<file path="src/rtl/trc_pkg.sv">
package trc_pkg;
    localparam int COORD_W = 7;
    localparam int IMG_DIM = 1 << COORD_W;
    localparam int ADDR_W  = 2 * COORD_W;

    typedef logic [2:0] dir_t;

    typedef struct packed {
        logic [COORD_W-1:0] y;
        logic [COORD_W-1:0] x;
    } coord_t;

    typedef enum logic [2:0] {
        ST_IDLE, ST_PROBE, ST_EVAL, ST_DM_GO, ST_DM_WAIT, ST_DV_GO, ST_DV_WAIT, ST_FIN
    } trc_state_t;

    localparam dir_t SEARCH_INIT = 3'd4;
    localparam dir_t BACKSTEP    = 3'd6;

    function automatic logic signed [1:0] dir_dx(dir_t d);
        case (d)
            3'd0, 3'd1, 3'd7: return 2'sd1;
            3'd3, 3'd4, 3'd5: return -2'sd1;
            default:          return 2'sd0;
        endcase
    endfunction

    function automatic logic signed [1:0] dir_dy(dir_t d);
        case (d)
            3'd1, 3'd2, 3'd3: return -2'sd1;
            3'd5, 3'd6, 3'd7: return 2'sd1;
            default:          return 2'sd0;
        endcase
    endfunction
endpackage

</file>
<file path="src/rtl/trc_nbr.sv">
module trc_nbr
    import trc_pkg::*;
(
    input  coord_t cur,
    input  dir_t   dir,
    output coord_t nxt,
    output logic   inb
);
    logic signed [1:0]         ddx, ddy;
    logic signed [COORD_W+1:0] px, py;

    always_comb begin
        ddx = dir_dx(dir);
        ddy = dir_dy(dir);
        px  = $signed({2'b00, cur.x}) + $signed({{COORD_W{ddx[1]}}, ddx});
        py  = $signed({2'b00, cur.y}) + $signed({{COORD_W{ddy[1]}}, ddy});
        // -1 sets the sign bit, IMG_DIM sets bit COORD_W
        inb   = !px[COORD_W+1] && !px[COORD_W] && !py[COORD_W+1] && !py[COORD_W];
        nxt.x = px[COORD_W-1:0];
        nxt.y = py[COORD_W-1:0];
    end
endmodule

</file>
<file path="src/rtl/trc_acc.sv">
module trc_acc #(
    parameter int PIX_W = 8,
    parameter int CW    = 11,
    localparam int SUM_W = PIX_W + CW,
    localparam int SQ_W  = 2 * PIX_W + CW
) (
    input  logic             clk,
    input  logic             rst,
    input  logic             clr,
    input  logic             add,
    input  logic [PIX_W-1:0] pix,
    output logic [CW-1:0]    count,
    output logic [SUM_W-1:0] sum,
    output logic [SQ_W-1:0]  sumsq
);
    logic [2*PIX_W-1:0] sq;
    assign sq = (2*PIX_W)'(pix) * (2*PIX_W)'(pix);

    always_ff @(posedge clk) begin
        if (rst || clr) begin
            count <= '0;
            sum   <= '0;
            sumsq <= '0;
        end else if (add) begin
            count <= count + CW'(1);
            sum   <= sum + SUM_W'(pix);
            sumsq <= sumsq + SQ_W'(sq);
        end
    end
endmodule

</file>
<file path="src/rtl/trc_div.sv">
module trc_div #(
    parameter int NW = 27,
    parameter int DW = 11,
    localparam int CNT_W = $clog2(NW + 1)
) (
    input  logic          clk,
    input  logic          rst,
    input  logic          start,
    input  logic [NW-1:0] dividend,
    input  logic [DW-1:0] divisor,
    output logic          valid,
    output logic [NW-1:0] quot
);
    logic [DW-1:0]    rem;
    logic [NW-1:0]    q;
    logic [CNT_W-1:0] cnt;
    logic             busy;
    logic [DW:0]      trial, diff;
    logic             ge;

    always_comb begin
        trial = {rem, q[NW-1]};
        ge    = trial >= {1'b0, divisor};
        diff  = trial - {1'b0, divisor};
    end

    always_ff @(posedge clk) begin
        if (rst) begin
            busy  <= 1'b0;
            valid <= 1'b0;
            rem   <= '0;
            q     <= '0;
            cnt   <= '0;
        end else begin
            valid <= 1'b0;
            if (start) begin
                rem  <= '0;
                q    <= dividend;
                cnt  <= CNT_W'(NW);
                busy <= 1'b1;
            end else if (busy) begin
                rem <= ge ? diff[DW-1:0] : trial[DW-1:0];
                q   <= {q[NW-2:0], ge};
                cnt <= cnt - CNT_W'(1);
                if (cnt == CNT_W'(1)) begin
                    busy  <= 1'b0;
                    valid <= 1'b1;
                end
            end
        end
    end

    assign quot = q;
endmodule

</file>
<file path="src/rtl/boundary_tracer.sv">
module boundary_tracer
    import trc_pkg::*;
#(
    parameter int LBL_W     = 8,
    parameter int PIX_W     = 8,
    parameter int MAX_STEPS = 1024,
    localparam int CW    = $clog2(MAX_STEPS + 1),
    localparam int SUM_W = PIX_W + CW,
    localparam int SQ_W  = 2 * PIX_W + CW
) (
    input  logic               clk,
    input  logic               rst,
    input  logic               start,
    input  logic [LBL_W-1:0]   obj_label,
    input  logic [COORD_W-1:0] start_x,
    input  logic [COORD_W-1:0] start_y,
    output logic [ADDR_W-1:0]  lbl_addr,
    input  logic [LBL_W-1:0]   lbl_data,
    output logic [ADDR_W-1:0]  gray_addr,
    input  logic [PIX_W-1:0]   gray_data,
    output logic               done,
    output logic               overflow,
    output logic [CW-1:0]      path_len,
    output logic [PIX_W-1:0]   mean,
    output logic [2*PIX_W-1:0] variance
);
    trc_state_t       state;
    coord_t           cur, org, ncoord;
    dir_t             dir, first_dir;
    logic [2:0]       tries;
    logic             moved, inb_q, ninb, err;
    logic [LBL_W-1:0] lab_q;
    logic [PIX_W-1:0] mean_q;
    logic [2*PIX_W-1:0] var_q, msq;

    logic             hit, at_origin, cap, acc_add, acc_clr, accept;
    logic [CW-1:0]    cnt;
    logic [SUM_W-1:0] sum;
    logic [SQ_W-1:0]  sumsq;
    logic             div_start, div_valid;
    logic [SQ_W-1:0]  div_num, quot;

    trc_nbr nbr_i (.cur(cur), .dir(dir), .nxt(ncoord), .inb(ninb));

    always_comb begin
        accept    = start && (state == ST_IDLE || state == ST_FIN);
        hit       = inb_q && (lbl_data == lab_q);
        at_origin = moved && (cur == org) && (dir == first_dir);
        cap       = (cnt == CW'(MAX_STEPS));
        acc_add   = (state == ST_EVAL) &&
                    ((hit && !at_origin && !cap) || (!hit && tries == 3'd7));
        acc_clr   = accept;
        div_start = (state == ST_DM_GO) || (state == ST_DV_GO);
        div_num   = (state == ST_DM_GO) ? SQ_W'(sum) : sumsq;
        msq       = (2*PIX_W)'(mean_q) * (2*PIX_W)'(mean_q);
    end

    trc_acc #(.PIX_W(PIX_W), .CW(CW)) acc_i (
        .clk(clk), .rst(rst), .clr(acc_clr), .add(acc_add), .pix(gray_data),
        .count(cnt), .sum(sum), .sumsq(sumsq)
    );

    trc_div #(.NW(SQ_W), .DW(CW)) div_i (
        .clk(clk), .rst(rst), .start(div_start), .dividend(div_num),
        .divisor(cnt), .valid(div_valid), .quot(quot)
    );

    always_ff @(posedge clk) begin
        if (rst) begin
            state     <= ST_IDLE;
            cur       <= '0;
            org       <= '0;
            dir       <= SEARCH_INIT;
            first_dir <= '0;
            tries     <= '0;
            moved     <= 1'b0;
            inb_q     <= 1'b0;
            err       <= 1'b0;
            lab_q     <= '0;
            mean_q    <= '0;
            var_q     <= '0;
        end else if (accept) begin
            state <= ST_PROBE;
            cur   <= '{y: start_y, x: start_x};
            org   <= '{y: start_y, x: start_x};
            dir   <= SEARCH_INIT;
            tries <= '0;
            moved <= 1'b0;
            err   <= 1'b0;
            lab_q <= obj_label;
        end else begin
            case (state)
                ST_PROBE: begin
                    inb_q <= ninb;
                    state <= ST_EVAL;
                end
                ST_EVAL: begin
                    if (hit) begin
                        if (at_origin) begin
                            state <= ST_DM_GO;
                        end else if (cap) begin
                            err   <= 1'b1;
                            state <= ST_DM_GO;
                        end else begin
                            cur   <= ncoord;
                            dir   <= dir + BACKSTEP;
                            tries <= '0;
                            moved <= 1'b1;
                            if (!moved) first_dir <= dir;
                            state <= ST_PROBE;
                        end
                    end else if (tries == 3'd7) begin
                        state <= ST_DM_GO;
                    end else begin
                        dir   <= dir + 3'd1;
                        tries <= tries + 3'd1;
                        state <= ST_PROBE;
                    end
                end
                ST_DM_GO:   state <= ST_DM_WAIT;
                ST_DM_WAIT: if (div_valid) begin
                    mean_q <= quot[PIX_W-1:0];
                    state  <= ST_DV_GO;
                end
                ST_DV_GO:   state <= ST_DV_WAIT;
                ST_DV_WAIT: if (div_valid) begin
                    var_q <= quot[2*PIX_W-1:0] - msq;
                    state <= ST_FIN;
                end
                default: ;
            endcase
        end
    end

    assign lbl_addr  = ncoord;
    assign gray_addr = cur;
    assign done      = (state == ST_FIN);
    assign overflow  = (state == ST_FIN) && err;
    assign path_len  = cnt;
    assign mean      = mean_q;
    assign variance  = var_q;
endmodule

</file>
<file path="config.mk">
export PLATFORM = sky130hd
export DESIGN_NAME = boundary_tracer
export DESIGN_NICKNAME = d
export VERILOG_FILES = /design/src/rtl/trc_pkg.sv /design/src/rtl/trc_nbr.sv /design/src/rtl/trc_acc.sv /design/src/rtl/trc_div.sv /design/src/rtl/boundary_tracer.sv
export SDC_FILE = /design/constraint.sdc
export NUM_CORES = 1
export LEC_CHECK = 0
export BUFFER_PORTS_ARGS = -buffer_cell sky130_fd_sc_hd__buf_2
export CAP_MARGIN = 30
export CORE_MARGIN = 10
export CORE_UTILIZATION = 40
export CTS_CLUSTER_SIZE = 8
export DETAILED_ROUTE_END_ITERATION = 12
export GPL_TIMING_DRIVEN = 1
export SYNTH_ARGS = -nofsm -noshare
export SYNTH_HDL_FRONTEND = slang
export SYNTH_SLANG_ARGS = --single-unit
</file>
<file path="constraint.sdc">
create_clock -name clk -period 6.75 [get_ports clk]
set_clock_uncertainty 0.2 [all_clocks]
set_input_delay 0.3375 -clock clk [delete_from_list [all_inputs] [get_ports clk]]
set_output_delay 0.3375 -clock clk [all_outputs]
set_load 0.01 [all_outputs]
</file>
==> reports/results.txt <==
Outcome - finished, final reports clean
Combinational fraction of design power - 25.4%
Routed wire length on met3 - 1381 um
Synth async-reset ratio - 0%
Final Routed Wirelength - 34570 um
Worst vdd rail ir drop - 0.1720 mV
Synthesized Nets - 1911
Clock transition at the registers of the reported paths - 0.07 ns
Number of hold violations in the final report - 0
Cell Area, Synth - 13590 um2
Setup crit end kind - flop
Total of warnings raised by yosys - 0
Number of nets with antenna violations after detailed routing - 0
Global-route wire length before repair - 57640 um
Fraction of the yosys area taken by sequential cells - 26.07%
Clk Latency, worst-skew pair - 0.43 ns
Max-Slew Margin vs Limit - 38.34%
Pins over their slew limit - 0
Number of buffers created by CTS - 17
Vias in the first global route - 11040
Total power per unit cell area - 185.3 nW/um2
Sequential group share of total power - 38.5%
RSZ-0062 raised after global routing - no
Number of H-tree levels - 4
P&R area growth vs syn - 12.72%
Worst-Margin Slew - 0.9249 ns
Placeable core area - 33530 um2
Final layout net count - 1998
Worst path required time - 6.90 ns
Count of different cell masters after synthesis - 63
Area enclosed by the die boundary - 41750 um2
Total negative slack for setup checks - 0 ns
Depth of the worst hold-timing path - 2
Gate Count Post-Synth - 1667
Highest-count cells in the layout ignoring fill and taps - 197 x nand2_1, 196 x inv_1, 176 x dfxtp_1
Number of placed instances with taps included - 2160
Pin count of the biggest net entering global routing - 67
Most common library cell in the layout ignoring fill and taps - nand2_1
Arrival time of data at the critical path endpoint - 5.19 ns
Die Width - 204.3 um
Highest routing layer actually used - met4
Leakage power summed over all cells - 6.605 nW
Relative contribution of the clock network to total power - 36.0%
Time the worst path needs with I/O delays and setup - 5.041 ns
GR Overflow Total - 0
Final setup vio count - 0
Per-cell routed wire length - 15.61 um
Timing-limited maximum frequency - 0.1984 GHz
Quantity of gates resized following cts - 0
CTS Buffer Depth - 2
Non-filler cells in the finished layout - 2215
Startpoint class of the critical path - flop
Master cell of the clock root buffer - clkbuf_16
Switching part of the total power - 31.31%
Via total after detailed routing - 11420
Number of clock sinks seen by CTS - 177
Class of the tightest hold or removal check - primary input to flop
Number of maximum-capacitance violations - 0
Number of synthesized register bits - 177
Routed length on met1 - 17030 um
R2r worst-path depth - 17
Number of violations reported at the end of detailed-routing iteration 0 - 552
Internal power component - 1.950 mW
HPWL after detailed placement - 26590 um
Top flip-flop cell by instance count after synthesis - dfxtp_1
Antenna diode count - 0
Number of buffers inserted by port buffering - 105
Post-Synthesis Mean Instance Area - 8.153 um2
Number of flops mapped to enable cells by yosys - 0
Die boundary height - 204.3 um
DR WL met2 - 15640 um
Overall Global Routing Usage - 16.65%
RD Place Congestion - 0.8898
I/O pins - 106
Residual DRC - 0
Total setup buffers inserted after CTS - 0
Share of layout cells above drive strength 1 - 9.621%
Cell row count - 67
Largest fanout on the critical path - 7
Switching component of the power - 888.9 uW
Initial antenna violation count - 0
Detailed Routing Iterations Pass 1 - 5
Clock tree from TritonCTS - built
Effective utilization at floorplan - 40.53%
Drt via density - 5.153
Worst Path Class, Setup - flop to flop
Tcrit/Tclk final - 74.68%
[metrics by stage]
stage               setup WS (ns)  hold WS (ns)  area [um2]  total power, mW  util, %
CTS                         1.669        0.1154       15310            2.861    45.65
floorplan                   1.713        0.2285       13590            1.650        -
global placement            1.487        0.2376       14480            1.815    43.17
detailed placement          1.384        0.2452       14490            1.830    43.20
finish                      1.709        0.1321       15320            2.839    45.69
global route                1.352        0.1414       15320            3.003    45.69
[critical path, cell delays in order (launching register included)]
cell and delay, ns:
dfxtp_1 0.35, inv_1 0.10, fa_1 0.54, inv_1 0.05
fa_1 0.47, fa_1 0.49, inv_1 0.05, fa_1 0.52
inv_1 0.04, ha_1 0.35, nand3_1 0.12, o2111a_1 0.28
o21ai_1 0.15, a31oi_1 0.16, a211oi_1 0.33, o21ai_1 0.23
or3_1 0.37, a21oi_1 0.17
[power by group through the flow]
stage                     clock network, mW  logic [mW]  registers, mW
final                                  1.02       0.722           1.09
after global routing                   1.08       0.826           1.10
after CTS                              1.04       0.727           1.09
after detailed placement                  0       0.712           1.12
after global placement                    0       0.698           1.12
after floorplan                           0       0.538           1.11
[state kept, by name, summed over array words and instances, names as in the netlist, 3 cells and up]
name and count:
acc_i.count 11, acc_i.sum 19, acc_i.sumsq 27, dir 3
div_i.cnt 5, div_i.quot 27, div_i.rem 11, first_dir 3
gray_addr 14, lab_q 8, mean 8, org 14
state 3, tries 3, variance 16
[worst paths after layout]
path | end | start | slack [ns]
max | acc_i.sumsq[22] | acc_i.sumsq[7] | 1.71
min | mean[6] | rst | 0.13
max reg2reg | acc_i.sumsq[22] | acc_i.sumsq[7] | 1.71
min reg2reg | variance[5] | variance[5] | 0.25
[per-layer routing]
layer | GRT usage, % | vias to the layer above
met5 | 0 | -
met4 | 3.941 | 0
met3 | 2.203 | 25
met2 | 26.79 | 227
met1 | 23.14 | 5405
li1 | - | 5758
[cells by family (layout without fill, tap and decap cells)]
logic type      count (synthesis)  in the layout  share of synthesized area [%]
fa+ha+maj                     203            203                          23.00
buf+inv                       269            369                          7.660
flops                         177            177                          26.07
xor+xnor                      104            104                          6.702
mux                            49             49                          3.664
simple gates                  540            540                          18.30
compound gates                325            325                          14.60
[synthesized netlist by cell type (7+ instances only)]
cell type / count / area [um2]
a211oi_1: 25 / 187.7
a21o_1: 20 / 150.1
a21oi_1: 146 / 730.7
a22oi_1: 8 / 60.06
a311oi_1: 7 / 61.31
a31oi_1: 11 / 68.82
and2_1: 29 / 181.4
clkbuf_1: 57 / 214.0
dfxtp_1: 177 / 3543
fa_1: 78 / 1562
ha_1: 125 / 1564
inv_1: 196 / 735.7
mux2i_1: 43 / 430.4
nand2_1: 198 / 743.2
nand2b_1: 11 / 68.82
nand3_1: 25 / 125.1
nand4_1: 22 / 137.6
nor2_1: 149 / 559.3
nor2b_1: 15 / 93.84
nor3_1: 33 / 165.2
nor4_1: 12 / 75.07
o211ai_1: 9 / 67.56
o21a_1: 9 / 67.56
o21ai_0: 51 / 255.2
or3_1: 16 / 100.1
xnor2_1: 76 / 665.6
xor2_1: 28 / 245.2
[area by class of cell]
| type | count | area (um2) |
|---|---|---|
| Clock inverter | 10 | 125.1 |
| Tap cell | 448 | 560.5 |
| Multi-Input combinational cell | 1221 | 9020 |
| Sequential cell | 177 | 3545 |
| Timing Repair Buffer | 140 | 855.8 |
| Clock buffer | 22 | 474.2 |
| Fill cell | 3324 | 18210 |
| Inverter | 197 | 739.5 |
[timing repair]
item,in CTS,in global routing
endpoints found under the setup margin,0,0
endpoints found under the hold margin,31,0
hold buffers,22,0
Power figures use the tool's default switching activity.
